<file path="src/rtl/ibr_pkg.sv">
// Package: shared field positions and constants for the indirect register bridge.
// Assumes a 64-bit command word whose field positions are decoded by software.
package ibr_pkg;
    localparam int WORD_W      = 64;
    localparam int DATA_W      = 32;
    localparam int REG_W       = 8;
    localparam int IDX_W       = 3;
    localparam int OP_W        = 4;
    localparam int V_BIT       = 63;
    localparam int OP_LSB      = 57;
    localparam int R_BIT       = 56;
    localparam int IDX_LSB     = 32;
    localparam int NREG        = 1 << IDX_W;
    localparam logic [OP_W-1:0]  OP_INTERNAL = 4'd6;
    localparam logic [IDX_W-1:0] IDX_CLK     = 3'd3;
    localparam logic [IDX_W-1:0] IDX_RESET   = 3'd7;
    localparam logic [REG_W-1:0] STATUS_IDLE = 8'hF8;

    typedef struct packed {
        logic              we;
        logic              re;
        logic [IDX_W-1:0]  idx;
        logic [REG_W-1:0]  wdata;
    } core_req_t;
endpackage

</file>
<file path="src/rtl/ibr_host_decode.sv">
// Module: host-side offset decode, side registers and read-back mux.
// Assumes host_wr is a one-cycle strobe; reads are combinational on host_addr.
module ibr_host_decode
    import ibr_pkg::*;
#(
    parameter int ADDR_W    = 16,
    parameter int OFF_CMD   = 16'h1000,
    parameter int OFF_SW    = 16'h1008,
    parameter int OFF_INT   = 16'h1010,
    parameter int OFF_EXT   = 16'h1018,
    parameter int INT_BITS  = 12,
    parameter int EXT_BITS  = 40
) (
    input  logic              clk,
    input  logic              rst_n,
    input  logic              host_wr,
    input  logic [ADDR_W-1:0] host_addr,
    input  logic [WORD_W-1:0] host_wdata,
    input  logic [WORD_W-1:0] cmd_word,
    input  logic [REG_W-1:0]  status_val,
    input  logic [REG_W-1:0]  clkctl_val,
    output logic              wr_cmd,
    output logic [WORD_W-1:0] host_rdata
);
    logic sel_cmd, sel_sw, sel_int, sel_ext;
    logic [INT_BITS-1:0] int_q;
    logic [EXT_BITS-1:0] ext_q;

    // Offset compare for each host-visible word.
    always_comb begin
        sel_cmd = (host_addr == ADDR_W'(OFF_CMD));
        sel_sw  = (host_addr == ADDR_W'(OFF_SW));
        sel_int = (host_addr == ADDR_W'(OFF_INT));
        sel_ext = (host_addr == ADDR_W'(OFF_EXT));
        wr_cmd  = host_wr && sel_cmd;
    end

    // Storage for the interrupt/override and extended command words.
    always_ff @(posedge clk) begin
        if (!rst_n) begin
            int_q <= '0;
            ext_q <= '0;
        end else if (host_wr) begin
            if (sel_int) int_q <= host_wdata[INT_BITS-1:0];
            if (sel_ext) ext_q <= host_wdata[EXT_BITS-1:0];
        end
    end

    // Read-back mux; unmapped offsets return zero.
    always_comb begin
        host_rdata = '0;
        if (sel_cmd)      host_rdata = cmd_word;
        else if (sel_sw)  host_rdata = {{(WORD_W-2*REG_W){1'b0}}, clkctl_val, status_val};
        else if (sel_int) host_rdata = {{(WORD_W-INT_BITS){1'b0}}, int_q};
        else if (sel_ext) host_rdata = {{(WORD_W-EXT_BITS){1'b0}}, ext_q};
    end
endmodule

</file>
<file path="src/rtl/ibr_cmd_engine.sv">
// Module: command word register, valid-flag handshake and access sequencing.
// Assumes ACC_LAT >= 1; the internal access is issued on the last busy cycle.
module ibr_cmd_engine
    import ibr_pkg::*;
#(
    parameter int ACC_LAT = 2
) (
    input  logic              clk,
    input  logic              rst_n,
    input  logic              wr_cmd,
    input  logic [WORD_W-1:0] wdata,
    input  logic [REG_W-1:0]  core_rdata,
    output core_req_t         core_req,
    output logic [WORD_W-1:0] cmd_word
);
    localparam int CNT_W = (ACC_LAT > 1) ? $clog2(ACC_LAT) : 1;

    logic [WORD_W-1:0] cmd_q;
    logic              busy;
    logic [CNT_W-1:0]  cnt;
    logic              last;
    logic              accept;
    logic              is_read;

    // Decode of the incoming word and of the final busy cycle.
    always_comb begin
        accept  = wdata[V_BIT] && (wdata[OP_LSB +: OP_W] == OP_INTERNAL);
        last    = busy && (cnt == '0);
        is_read = cmd_q[R_BIT];
    end

    // Command register, busy flag and latency counter.
    always_ff @(posedge clk) begin
        if (!rst_n) begin
            cmd_q <= '0;
            busy  <= 1'b0;
            cnt   <= '0;
        end else if (busy) begin
            if (last) begin
                busy         <= 1'b0;
                cmd_q[V_BIT] <= 1'b0;
                if (is_read)
                    cmd_q[DATA_W-1:0] <= {{(DATA_W-REG_W){1'b0}}, core_rdata};
            end else begin
                cnt <= cnt - 1'b1;
            end
        end else if (wr_cmd) begin
            if (accept) begin
                cmd_q <= wdata;
                busy  <= 1'b1;
                cnt   <= CNT_W'(ACC_LAT - 1);
            end else begin
                cmd_q <= {1'b0, wdata[WORD_W-2:0]};
            end
        end
    end

    // Internal register request, issued on the final busy cycle only.
    always_comb begin
        core_req.we    = last && !is_read;
        core_req.re    = last && is_read;
        core_req.idx   = cmd_q[IDX_LSB +: IDX_W];
        core_req.wdata = cmd_q[REG_W-1:0];
        cmd_word       = cmd_q;
    end

    // v is held while the latency counter is still running.
    assert_v_held_R3: assert property (@(posedge clk) disable iff (!rst_n)
        (busy && cnt != '0) |=> cmd_q[V_BIT]);

    // a host write during a non-final busy cycle leaves the word as it was.
    assert_busy_write_ignored_R6: assert property (@(posedge clk) disable iff (!rst_n)
        (busy && cnt != '0 && wr_cmd) |=> $stable(cmd_q));

    // a word that is not an internal access is never left with v set.
    assert_nonaccess_clears_v_R7: assert property (@(posedge clk) disable iff (!rst_n)
        (!busy && wr_cmd && !accept) |=> !cmd_q[V_BIT]);
endmodule

</file>
<file path="src/rtl/ibr_core_regs.sv">
// Module: simple model of the bus controller's 8-bit internal register file.
// Assumes one request per cycle; index 3 write is clock control, read is status.
module ibr_core_regs
    import ibr_pkg::*;
(
    input  logic             clk,
    input  logic             rst_n,
    input  core_req_t        req,
    output logic [REG_W-1:0] rdata,
    output logic [REG_W-1:0] status_val,
    output logic [REG_W-1:0] clkctl_val
);
    localparam logic [NREG-1:0] IMPL_MASK = 8'b0001_1111;

    logic [REG_W-1:0]      regs [NREG];
    logic [NREG*REG_W-1:0] snap;

    // One storage byte per implemented index; others stay zero.
    for (genvar g = 0; g < NREG; g++) begin : g_reg
        if (IMPL_MASK[g]) begin : g_impl
            // Byte register: cleared by reset or the soft-reset index.
            always_ff @(posedge clk) begin
                if (!rst_n)
                    regs[g] <= '0;
                else if (req.we && req.idx == IDX_RESET)
                    regs[g] <= '0;
                else if (req.we && req.idx == IDX_W'(g))
                    regs[g] <= req.wdata;
            end
        end else begin : g_none
            assign regs[g] = '0;
        end
        assign snap[g*REG_W +: REG_W] = regs[g];
    end

    // Read select, with status substituted on the shared index.
    always_comb begin
        status_val = STATUS_IDLE;
        clkctl_val = regs[IDX_CLK];
        rdata      = (req.idx == IDX_CLK) ? STATUS_IDLE : regs[req.idx];
    end

    // writes to unimplemented indexes change nothing.
    assert_unimpl_write_stable_R9: assert property (@(posedge clk) disable iff (!rst_n)
        (req.we && (req.idx == 3'd5 || req.idx == 3'd6)) |=> $stable(snap));

    // the soft-reset index clears the whole register file.
    assert_soft_reset_clears_R8: assert property (@(posedge clk) disable iff (!rst_n)
        (req.we && req.idx == IDX_RESET) |=> (snap == '0));
endmodule

</file>
<file path="src/rtl/ibr_top.sv">
// Module: top of the indirect register access bridge.
// Assumes a single host master; the core model stands in for the bus engine.
module ibr_top
    import ibr_pkg::*;
#(
    parameter int ADDR_W  = 16,
    parameter int ACC_LAT = 2
) (
    input  logic              clk,
    input  logic              rst_n,
    input  logic              host_wr,
    input  logic [ADDR_W-1:0] host_addr,
    input  logic [63:0]       host_wdata,
    output logic [63:0]       host_rdata
);
    logic              wr_cmd;
    logic [WORD_W-1:0] cmd_word;
    core_req_t         core_req;
    logic [REG_W-1:0]  core_rdata, status_val, clkctl_val;

    ibr_host_decode #(.ADDR_W(ADDR_W)) u_dec (
        .clk(clk), .rst_n(rst_n), .host_wr(host_wr), .host_addr(host_addr),
        .host_wdata(host_wdata), .cmd_word(cmd_word), .status_val(status_val),
        .clkctl_val(clkctl_val), .wr_cmd(wr_cmd), .host_rdata(host_rdata)
    );

    ibr_cmd_engine #(.ACC_LAT(ACC_LAT)) u_eng (
        .clk(clk), .rst_n(rst_n), .wr_cmd(wr_cmd), .wdata(host_wdata),
        .core_rdata(core_rdata), .core_req(core_req), .cmd_word(cmd_word)
    );

    ibr_core_regs u_core (
        .clk(clk), .rst_n(rst_n), .req(core_req), .rdata(core_rdata),
        .status_val(status_val), .clkctl_val(clkctl_val)
    );
endmodule

</file>
<file path="config.mk">
export PLATFORM = sky130hd
export DESIGN_NAME = ibr_top
export DESIGN_NICKNAME = d
export VERILOG_FILES = /design/src/rtl/ibr_pkg.sv /design/src/rtl/ibr_host_decode.sv /design/src/rtl/ibr_cmd_engine.sv /design/src/rtl/ibr_core_regs.sv /design/src/rtl/ibr_top.sv
export SDC_FILE = /design/constraint.sdc
export NUM_CORES = 1
export LEC_CHECK = 0
export BUFFER_PORTS_ARGS = -buffer_cell sky130_fd_sc_hd__buf_2
export CELL_PAD_IN_SITES_DETAIL_PLACEMENT = 0
export CELL_PAD_IN_SITES_GLOBAL_PLACEMENT = 1
export CORE_MARGIN = 2
export CORE_UTILIZATION = 46
export CTS_BUF_LIST = sky130_fd_sc_hd__clkbuf_2
export CTS_CLUSTER_DIAMETER = 120
export DETAILED_ROUTE_END_ITERATION = 12
export PLACE_DENSITY_LB_ADDON = 0.1
export SLEW_MARGIN = 20
export SYNTH_ARGS = -nofsm -noshare
export SYNTH_HDL_FRONTEND = slang
export SYNTH_HIERARCHICAL = 1
export SYNTH_SLANG_ARGS = --single-unit
</file>
<file path="constraint.sdc">
create_clock -name clk -period 5.26 [get_ports clk]
set_clock_uncertainty 0.05 [all_clocks]
set_input_delay 1.052 -clock clk [delete_from_list [all_inputs] [get_ports clk]]
set_output_delay 1.052 -clock clk [all_outputs]
set_load 0.01 [all_outputs]
</file>
==> results of run 1 <==
flip-flops by register name (all words and copies together), names as in the netlist:
name,cells
u_dec/ext_q,40
u_eng/busy,1
u_core/regs,32
u_eng/cnt,1
u_dec/int_q,12
u_core/clkctl_val,8
u_eng/cmd_word,64
layer usage:
metal	up-vias	track usage (%)	part of all wire (%)	wire length, um
met5	-	0	0	0
met1	3334	32.7	45	9990
met4	0	9.10	1.7	374
met3	25	5.56	6.0	1340
li1	3307	-	-	-
met2	218	41.4	47	10500
placed cells by master (no fill, tap or decap), types with 3 or more instances in the layout:
| cell type | netlist | final |
|---|---|---|
| buf_4 | 38 | 19 |
| nand3_1 | 94 | 94 |
| dfxtp_1 | 158 | 158 |
| inv_6 | 0 | 4 |
| and4bb_2 | 3 | 3 |
| a22o_1 | 28 | 28 |
| a21boi_0 | 16 | 16 |
| a31oi_1 | 4 | 4 |
| nor2_1 | 32 | 31 |
| nand2b_1 | 4 | 3 |
| and2_1 | 25 | 25 |
| a22oi_1 | 16 | 16 |
| nor4_4 | 4 | 4 |
| mux2i_1 | 27 | 27 |
| conb_1 | 2 | 8 |
| clkinvlp_4 | 0 | 4 |
| a21oi_1 | 24 | 24 |
| a21boi_1 | 102 | 102 |
| a2bb2oi_1 | 3 | 3 |
| nand4_1 | 3 | 3 |
| o22ai_1 | 13 | 13 |
| nand2_1 | 133 | 133 |
| clkbuf_2 | 0 | 17 |
| clkinv_4 | 0 | 4 |
| o21a_1 | 8 | 8 |
| buf_2 | 19 | 145 |
| a221o_1 | 4 | 4 |
| o21ai_0 | 59 | 59 |
| mux2_2 | 5 | 5 |
report_power, final:
part / internal (mW) / switching, mW
sequential: 1.20 / 0.00000538
clock: 0.128 / 0.472
combinational: 0.0419 / 0.0558
total: 1.37 / 0.527
worst min-delay path: stages (launching register included):
cell and delay, ns:
dfxtp_1 0.37, nand2_1 0.05, a21boi_1 0.05
layout make-up:
type | count | area [um^2] | share of cell area, %
multi-input cells | 638 | 3950 | 46.6
repair buffers | 164 | 868 | 10.3
clock buffers | 17 | 85.1 | 1.01
clock inverters | 15 | 114 | 1.35
inverters | 1 | 3.75 | 0.0444
well taps | 220 | 275 | 3.25
flip-flops and latches | 158 | 3160 | 37.4
diodes | 2 | 5.00 | 0.0592
through the flow:
step                utilization [%]  area (um^2)
floorplan                         -         7760
global placement               49.9         8250
detailed placement             49.9         8250
CTS                            51.1         8450
global route                   51.2         8460
finish                         51.2         8460
how the worst max path moves through the flow:
stage / cells past startpoint / end / slack, ns
6_report: 7 / host_rdata[34] / 0.70
2_1_floorplan: 5 / host_rdata[12] / 1.64
5_1_grt: 7 / host_rdata[36] / 0.41
3_5_place_dp: 7 / host_rdata[34] / 0.70
3_3_place_gp: 7 / host_rdata[34] / 0.86
4_1_cts: 7 / host_rdata[34] / 0.68
logic make-up after synthesis:
family	synth area share, %
compound gates	24.6
buf+inv	8.65
flops	40.9
mux	4.22
other cells	0.0971
simple gates	21.5
==> reports/results.tsv, run 1 <==
stage	metric	value	unit
worst_setup_path	CP max FO	44	
clock_network	Post-CTS Setup Repair Bufs	0	
place	setup slack at placement	0.701	ns
synth	syn avg cell area	8.67	um^2
floorplan	Ports	147	
synth	Synth top area share	40.9	%
drt	Post-Route WL	22200	um
drt	first drt pass iteration count	7	
hold_path	hold depth	2	
hold_path	HP Start	u_eng/cmd_word[52]	
finish	layout cells sized above 1	22.4	%
timing	slew margin rel.	32.2	%
power	leakage power total	3.09	nW
worst_setup_path	RR Startpoint	u_eng/busy	
worst_setup_path	type of origin of the critical path	input port	
synth	area leader, netlist	dfxtp_1	
global_routing	vias in the first global route	6879	
outcome	status	finished, final reports clean	
power	Power Density	224	nW/um^2
synth	EDFF count, synth	0	
global_routing	largest net degree at the start of global routing	80	
global_routing	GRT Overall Usage	25.2	%
drt	DR vias	6884	
worst_setup_path	CP Cell Sequence	buf_2 -> nor4b_2 -> nand3_1 -> nor2_4 -> buf_4 -> a22o_1 -> buf_2	
clock_network	worst skew pair latency	0.76	ns
timing	Setup TNS Final	0	ns
finish	fill cell count	1550	
timing	FMAX	219	MHz
synth	Cells after Synth	892	
synth	Synth Warn #	6	
finish	final net count	1063	
clock_network	CTS Hold Bufs	0	
timing	Hold Fails Final Rpt	0	
worst_setup_path	Reg2Reg Depth	5	
worst_setup_path	Worst Setup SP	host_addr[13]	
timing	worst hold slack	0.420	ns
floorplan	die area	17900	um^2
synth	top cells by count, synth	dfxtp_1 (158), nand2_1 (133), a21boi_1 (102), nand3_1 (94), o21ai_0 (59)	
worst_setup_path	CP Data Required Time	4.16	ns
synth	top cells by area, synth	dfxtp_1 (41%), a21boi_1 (9.9%), nand2_1 (6.5%)	
drt	Post-DRT Antenna Nets	0	
drt	DRC viols	0	
floorplan	die height	134	um
clock_network	H-tree Lvls	4	
finish	Synth-to-Final Area Change	9.33	%
clock_network	PostCTS Resize Cnt	0	
synth	synthesized area	7740	um^2
global_routing	total grt overflow	0	
worst_setup_path	Setup CP Type	input port to output port	
job	maxcap violations	0	
floorplan	die span in x	134	um
synth	part of the Yosys area used for sequential elements	40.9	%
power	Peak VDD IR	128	uV
clock_network	CTS buffer count	17	
synth	top-count cell post-synth	dfxtp_1	
timing	final setup margin	0.695	ns
worst_setup_path	reg2reg setup slack	3.15	ns
synth	Top FF cell, synth	dfxtp_1	
worst_setup_path	worst path bufs/invs	3	
hold_path	Worst Hold Class	flip-flop to flip-flop	
finish	Post-Layout Cell Count	1215	
timing	period utilisation layout	86.8	%
global_routing	first-pass GRT wire length	35900	um
hold_path	hold path endpoint	u_eng/cmd_word[52]	
worst_setup_path	most used cell, CP	buf_2	
synth	flops & latches, synth	158	
timing	slew at the pin closest to its max-slew limit	1.01	ns
place	DPL Wire Length	15100	um
floorplan	core area	16500	um^2
place	gp weighted congestion	0.838	
synth	ys async rst share	0	%
drt	Via density	5.67	
timing	final-report setup violation count	0	
drt	routed len/inst	18.3	um
timing	RSZ-0062 raised after global routing	no	
worst_setup_path	Worst setup EP type	output port	
place	placed cell count	1181	
floorplan	Initial Utilization	46.8	%
clock_network	CTS Sinks	158	
clock_network	CTS tree	built	
worst_setup_path	Reg-to-Reg End	u_core/regs[61]	
clock_network	CTS root buffer	clkbuf_2	
floorplan	Std-Cell Rows	47	
worst_setup_path	critical path's slowest cell	nand3_1	
synth	Netlist cell types	46	
clock_network	worst-case clock buffer depth	2	
drt	DRT iter0 DRCs	475	
timing	max-slew violation count	0	
worst_setup_path	crit-path leading delay family	simple AND/OR/NAND/NOR gates	
place	PortBufs	146	
worst_setup_path	Worst EP arrival	3.46	ns
timing	Tmin final	4.56	ns
global_routing	initial antenna violation count	1	
clock_network	clock-pin slew on the worst setup and hold paths	0.25	ns
power	Design Power	1.90	mW
worst_setup_path	Worst path max stage delay	0.57	ns
Power figures use the tool's default switching activity.
==> run 2: changes to the inputs <==
==> constraint.sdc (replaced) <==
create_clock -name clk -period 5.26 [get_ports clk]
set_clock_uncertainty 0.05 [all_clocks]
set_input_delay 1.315 -clock clk [delete_from_list [all_inputs] [get_ports clk]]
set_output_delay 1.315 -clock clk [all_outputs]
set_load 0.01 [all_outputs]
==> run 2 against run 1 <==
Compared with the run above: critical path depth stayed put; sequential share of layout area is 0.30 points lower; via count is 0.33% higher; count of clock-buffer cells in the layout is 1 higher; hold slack worse by 0.0069 ns; first-iteration DRC count is 12% higher; largest power group unchanged.
==> reports/results.tsv, run 2 (same netlist as run 1, synthesis figures left out) <==
stage	metric	value	unit
outcome	status	finished, final reports clean	
timing	period utilisation layout	87.7	%
drt	DRC viols	0	
finish	Finished Cell Area	8530	um^2
worst_setup_path	CP Data Required Time	3.89	ns
timing	Tmin final	4.61	ns
global_routing	GRT Overall Usage	24.8	%
worst_setup_path	Setup CP Type	input port to output port	
clock_network	CTS buffer count	17	
clock_network	CTS Sinks	158	
clock_network	worst-case clock buffer depth	2	
clock_network	Post-CTS Setup Repair Bufs	0	
clock_network	clock-pin slew on the worst setup and hold paths	0.23	ns
timing	slew margin rel.	28.7	%
global_routing	total grt overflow	0	
clock_network	CTS root buffer	clkbuf_2	
clock_network	H-tree Lvls	4	
clock_network	CTS tree	built	
clock_network	worst skew pair latency	0.70	ns
power	Power Density	231	nW/um^2
floorplan	Initial Utilization	46.8	%
finish	final net count	1067	
place	gp weighted congestion	0.799	
clock_network	CTS Hold Bufs	0	
finish	layout cells sized above 1	22.6	%
finish	antenna fix cells	0	
clock_network	PostCTS Resize Cnt	0	
finish	most frequent cells in the layout	dfxtp_1 (158), buf_2 (146), nand2_1 (133)	
global_routing	initial antenna violation count	0	
power	leakage power total	3.14	nW
job	maxcap violations	0	
timing	FMAX	217	MHz
global_routing	first-pass GRT wire length	35400	um
timing	slew at the pin closest to its max-slew limit	1.07	ns
place	area post-placement	8300	um^2
global_routing	largest net degree at the start of global routing	50	
drt	Post-DRT Antenna Nets	0	
finish	Finished Core Util	51.6	%
worst_setup_path	type of origin of the critical path	input port	
timing	RSZ-0062 raised after global routing	no	
worst_setup_path	Worst EP arrival	3.25	ns
floorplan	die span in x	134	um
hold_path	Worst Hold Class	flip-flop to flip-flop	
timing	Hold Fails Final Rpt	0	
finish	most common cell after layout, fill and taps aside	dfxtp_1	
drt	Via density	5.68	
timing	max-slew violation count	0	
floorplan	die area	17900	um^2
floorplan	die height	134	um
drt	DR vias	6907	
place	PortBufs	146	
finish	Synth-to-Final Area Change	10.2	%
floorplan	Ports	147	
drt	DRT iter0 DRCs	533	
global_routing	vias in the first global route	6734	
place	DPL Wire Length	14800	um
finish	max FFs per register	64	
power	Peak VDD IR	167	uV
drt	routed len/inst	18.3	um
worst_setup_path	Worst setup EP type	output port	
worst_setup_path	CP max FO	24	
floorplan	Std-Cell Rows	47	
finish	Post-Layout Cell Count	1217	
place	placed cell count	1185	
floorplan	core area	16500	um^2
timing	final-report setup violation count	0	
timing	Setup TNS Final	0	ns
drt	Post-Route WL	22200	um
drt	first drt pass iteration count	6	
[run 2: final timing paths]
check                       endpoint  slack (ns)  cells past startpoint          startpoint
hold reg to reg   u_eng/cmd_word[49]        0.41                      2  u_eng/cmd_word[49]
hold / removal    u_eng/cmd_word[49]        0.41                      2  u_eng/cmd_word[49]
setup reg to reg   u_eng/cmd_word[5]        3.01                      5  u_eng/cmd_word[32]
setup / recovery      host_rdata[12]        0.65                      7       host_addr[13]
[run 2: power by group]
| group | internal [mW] | total [mW] | switching [mW] |
|---|---|---|---|
| clock | 0.220 | 0.672 | 0.452 |
| combinational | 0.0420 | 0.0994 | 0.0574 |
| sequential | 1.20 | 1.20 | 0.00000567 |
[run 2: cell type report]
cell class / instances / area, um^2
clock buffers: 18 / 90.1
repair buffers: 168 / 908
inverters: 1 / 3.75
flip-flops and latches: 158 / 3160
well taps: 220 / 275
clock inverters: 14 / 143
multi-input cells: 638 / 3950
fillers: 1619 / 8000
[run 2: worst max-delay path, stage by stage]
cell     delay (ns)
buf_2          0.11
or4b_4         0.60
nor4_4         0.32
buf_4          0.36
nand2_1        0.09
a31oi_1        0.25
buf_2          0.18
[run 2: metrics by stage]
stage / setup slack, ns / hold WS, ns / total power [mW]
3_3_place_gp: 0.685 / 0.386 / 1.32
4_1_cts: 0.656 / 0.416 / 1.99
2_1_floorplan: 1.11 / 0.380 / 1.27
3_5_place_dp: 0.655 / 0.391 / 1.32
5_1_grt: 0.556 / 0.434 / 2.05
6_report: 0.645 / 0.413 / 1.97
[run 2: per-layer routing]
metal / share of wire, % / vias up / track usage, %
li1: - / 3314 / -
met1: 46 / 3354 / 33.2
met2: 48 / 226 / 41.3
met3: 5.7 / 13 / 5.10
met4: 0.76 / 0 / 5.73
met5: 0 / - / 0
==> run 3: changes to the inputs <==
--- a/config.mk
+++ b/config.mk
@@ -13,6 +13,7 @@
 export CTS_BUF_LIST = sky130_fd_sc_hd__clkbuf_2
 export CTS_CLUSTER_DIAMETER = 120
 export DETAILED_ROUTE_END_ITERATION = 12
+export MAX_ROUTING_LAYER = met4
 export PLACE_DENSITY_LB_ADDON = 0.1
 export SLEW_MARGIN = 20
 export SYNTH_ARGS = -nofsm -noshare
==> run 3 against run 2 <==
Compared with the run above: via count is essentially flat; global-route usage increased by 0.73 points; critical endpoint unchanged; non-clock buffer count did not move; flip-flop and latch count unchanged; combinational power about the same; critical path type unchanged; cell area is the same; register-to-register slack hardly changed; first-iteration DRC count up 13%.
==> reports/results.tsv, run 3 (same netlist as run 1, synthesis figures left out) <==
stage	metric	value	unit
timing	period utilisation layout	87.8	%
global_routing	GRT Overall Usage	25.5	%
timing	Hold Fails Final Rpt	0	
timing	final setup margin	0.643	ns
worst_setup_path	Reg2Reg Depth	5	
place	gp weighted congestion	0.811	
floorplan	Ports	147	
finish	most frequent cells in the layout	dfxtp_1 (158), buf_2 (146), nand2_1 (133)	
drt	DR vias	6909	
floorplan	Std-Cell Rows	47	
drt	DRT iter0 DRCs	602	
drt	DRC viols	0	
clock_network	CTS root buffer	clkbuf_2	
drt	Via density	5.68	
floorplan	core area	16500	um^2
drt	Post-Route WL	22200	um
clock_network	clock-pin slew on the worst setup and hold paths	0.23	ns
place	PortBufs	146	
timing	slew at the pin closest to its max-slew limit	1.07	ns
finish	fill cell count	1619	
clock_network	H-tree Lvls	4	
hold_path	hold depth	2	
place	area post-placement	8300	um^2
worst_setup_path	type of origin of the critical path	input port	
clock_network	CTS Sinks	158	
global_routing	vias in the first global route	6743	
clock_network	CTS Hold Bufs	0	
drt	Post-DRT Antenna Nets	0	
floorplan	die span in x	134	um
hold_path	Worst Hold Class	flip-flop to flip-flop	
worst_setup_path	Setup CP Type	input port to output port	
finish	Finished Cell Area	8530	um^2
worst_setup_path	Worst EP arrival	3.25	ns
finish	Synth-to-Final Area Change	10.2	%
clock_network	CTS tree	built	
place	placed cell count	1185	
clock_network	CTS buffer count	17	
power	leakage power total	3.14	nW
global_routing	first-pass GRT wire length	35400	um
place	setup slack at placement	0.655	ns
timing	max-slew violation count	0	
timing	RSZ-0062 raised after global routing	no	
job	maxcap violations	0	
global_routing	initial antenna violation count	0	
finish	max FFs per register	64	
outcome	status	finished, final reports clean	
finish	Post-Layout Cell Count	1217	
global_routing	largest net degree at the start of global routing	50	
finish	layout cells sized above 1	22.6	%
floorplan	die height	134	um
clock_network	PostCTS Resize Cnt	0	
power	Power Density	231	nW/um^2
floorplan	die area	17900	um^2
timing	slew margin rel.	28.8	%
timing	final-report setup violation count	0	
worst_setup_path	CP max FO	24	
clock_network	worst-case clock buffer depth	2	
global_routing	total grt overflow	0	
drt	first drt pass iteration count	5	
finish	antenna fix cells	0	
floorplan	Initial Utilization	46.8	%
finish	final net count	1067	
timing	Setup TNS Final	0	ns
power	Peak VDD IR	166	uV
clock_network	worst skew pair latency	0.69	ns
worst_setup_path	Worst setup EP type	output port	
clock_network	Post-CTS Setup Repair Bufs	0	
worst_setup_path	CP Data Required Time	3.89	ns
place	DPL Wire Length	14800	um
timing	Tmin final	4.62	ns
drt	routed len/inst	18.2	um
finish	most common cell after layout, fill and taps aside	dfxtp_1	
timing	FMAX	217	MHz
-- run 3: metrics by stage --
stage	hold WS, ns	total power, mW	util, %
final	0.413	1.97	51.6
after global routing	0.434	2.05	51.6
after CTS	0.416	1.99	51.6
after detailed placement	0.391	1.32	50.2
after global placement	0.386	1.32	50.2
after floorplan	0.380	1.27	-
-- run 3: layer usage --
layer  part of all wire, %  up-vias  global-route usage (%)
met4                  0.74        0                    5.73
met2                    48      236                    41.3
met5                     0        -                       -
met1                    45     3344                    33.6
met3                   5.9       13                    4.57
li1                      -     3316                       -
-- run 3: cell type report --
cell class / instances / area (um^2) / area share [%]
clock inverter: 14 / 143 / 1.67
clock buffer: 18 / 90.1 / 1.06
sequential: 158 / 3160 / 37.1
timing repair buffer: 168 / 908 / 10.7
inverter: 1 / 3.75 / 0.0440
tap: 220 / 275 / 3.23
multi-input combinational: 638 / 3950 / 46.3
-- run 3: worst paths after layout --
check                                         from                  to  slack [ns]
worst min register to register  u_eng/cmd_word[49]  u_eng/cmd_word[49]        0.41
worst min-delay path            u_eng/cmd_word[49]  u_eng/cmd_word[49]        0.41
worst max register to register  u_eng/cmd_word[32]   u_eng/cmd_word[5]        3.02
worst max-delay path                 host_addr[13]      host_rdata[12]        0.64
-- run 3: worst max-delay path, stage by stage --
cell	delay, ns
buf_2	0.11
or4b_4	0.60
nor4_4	0.32
buf_4	0.36
nand2_1	0.09
a31oi_1	0.26
buf_2	0.18
-- run 3: power by group --
part | leakage, nW | switching (mW) | internal (mW) | total (mW)
clock | 0.138 | 0.451 | 0.220 | 0.671
combinational | 1.73 | 0.0571 | 0.0420 | 0.0992
sequential | 1.27 | 0.00000568 | 1.20 | 1.20
total | 3.14 | 0.508 | 1.46 | 1.97
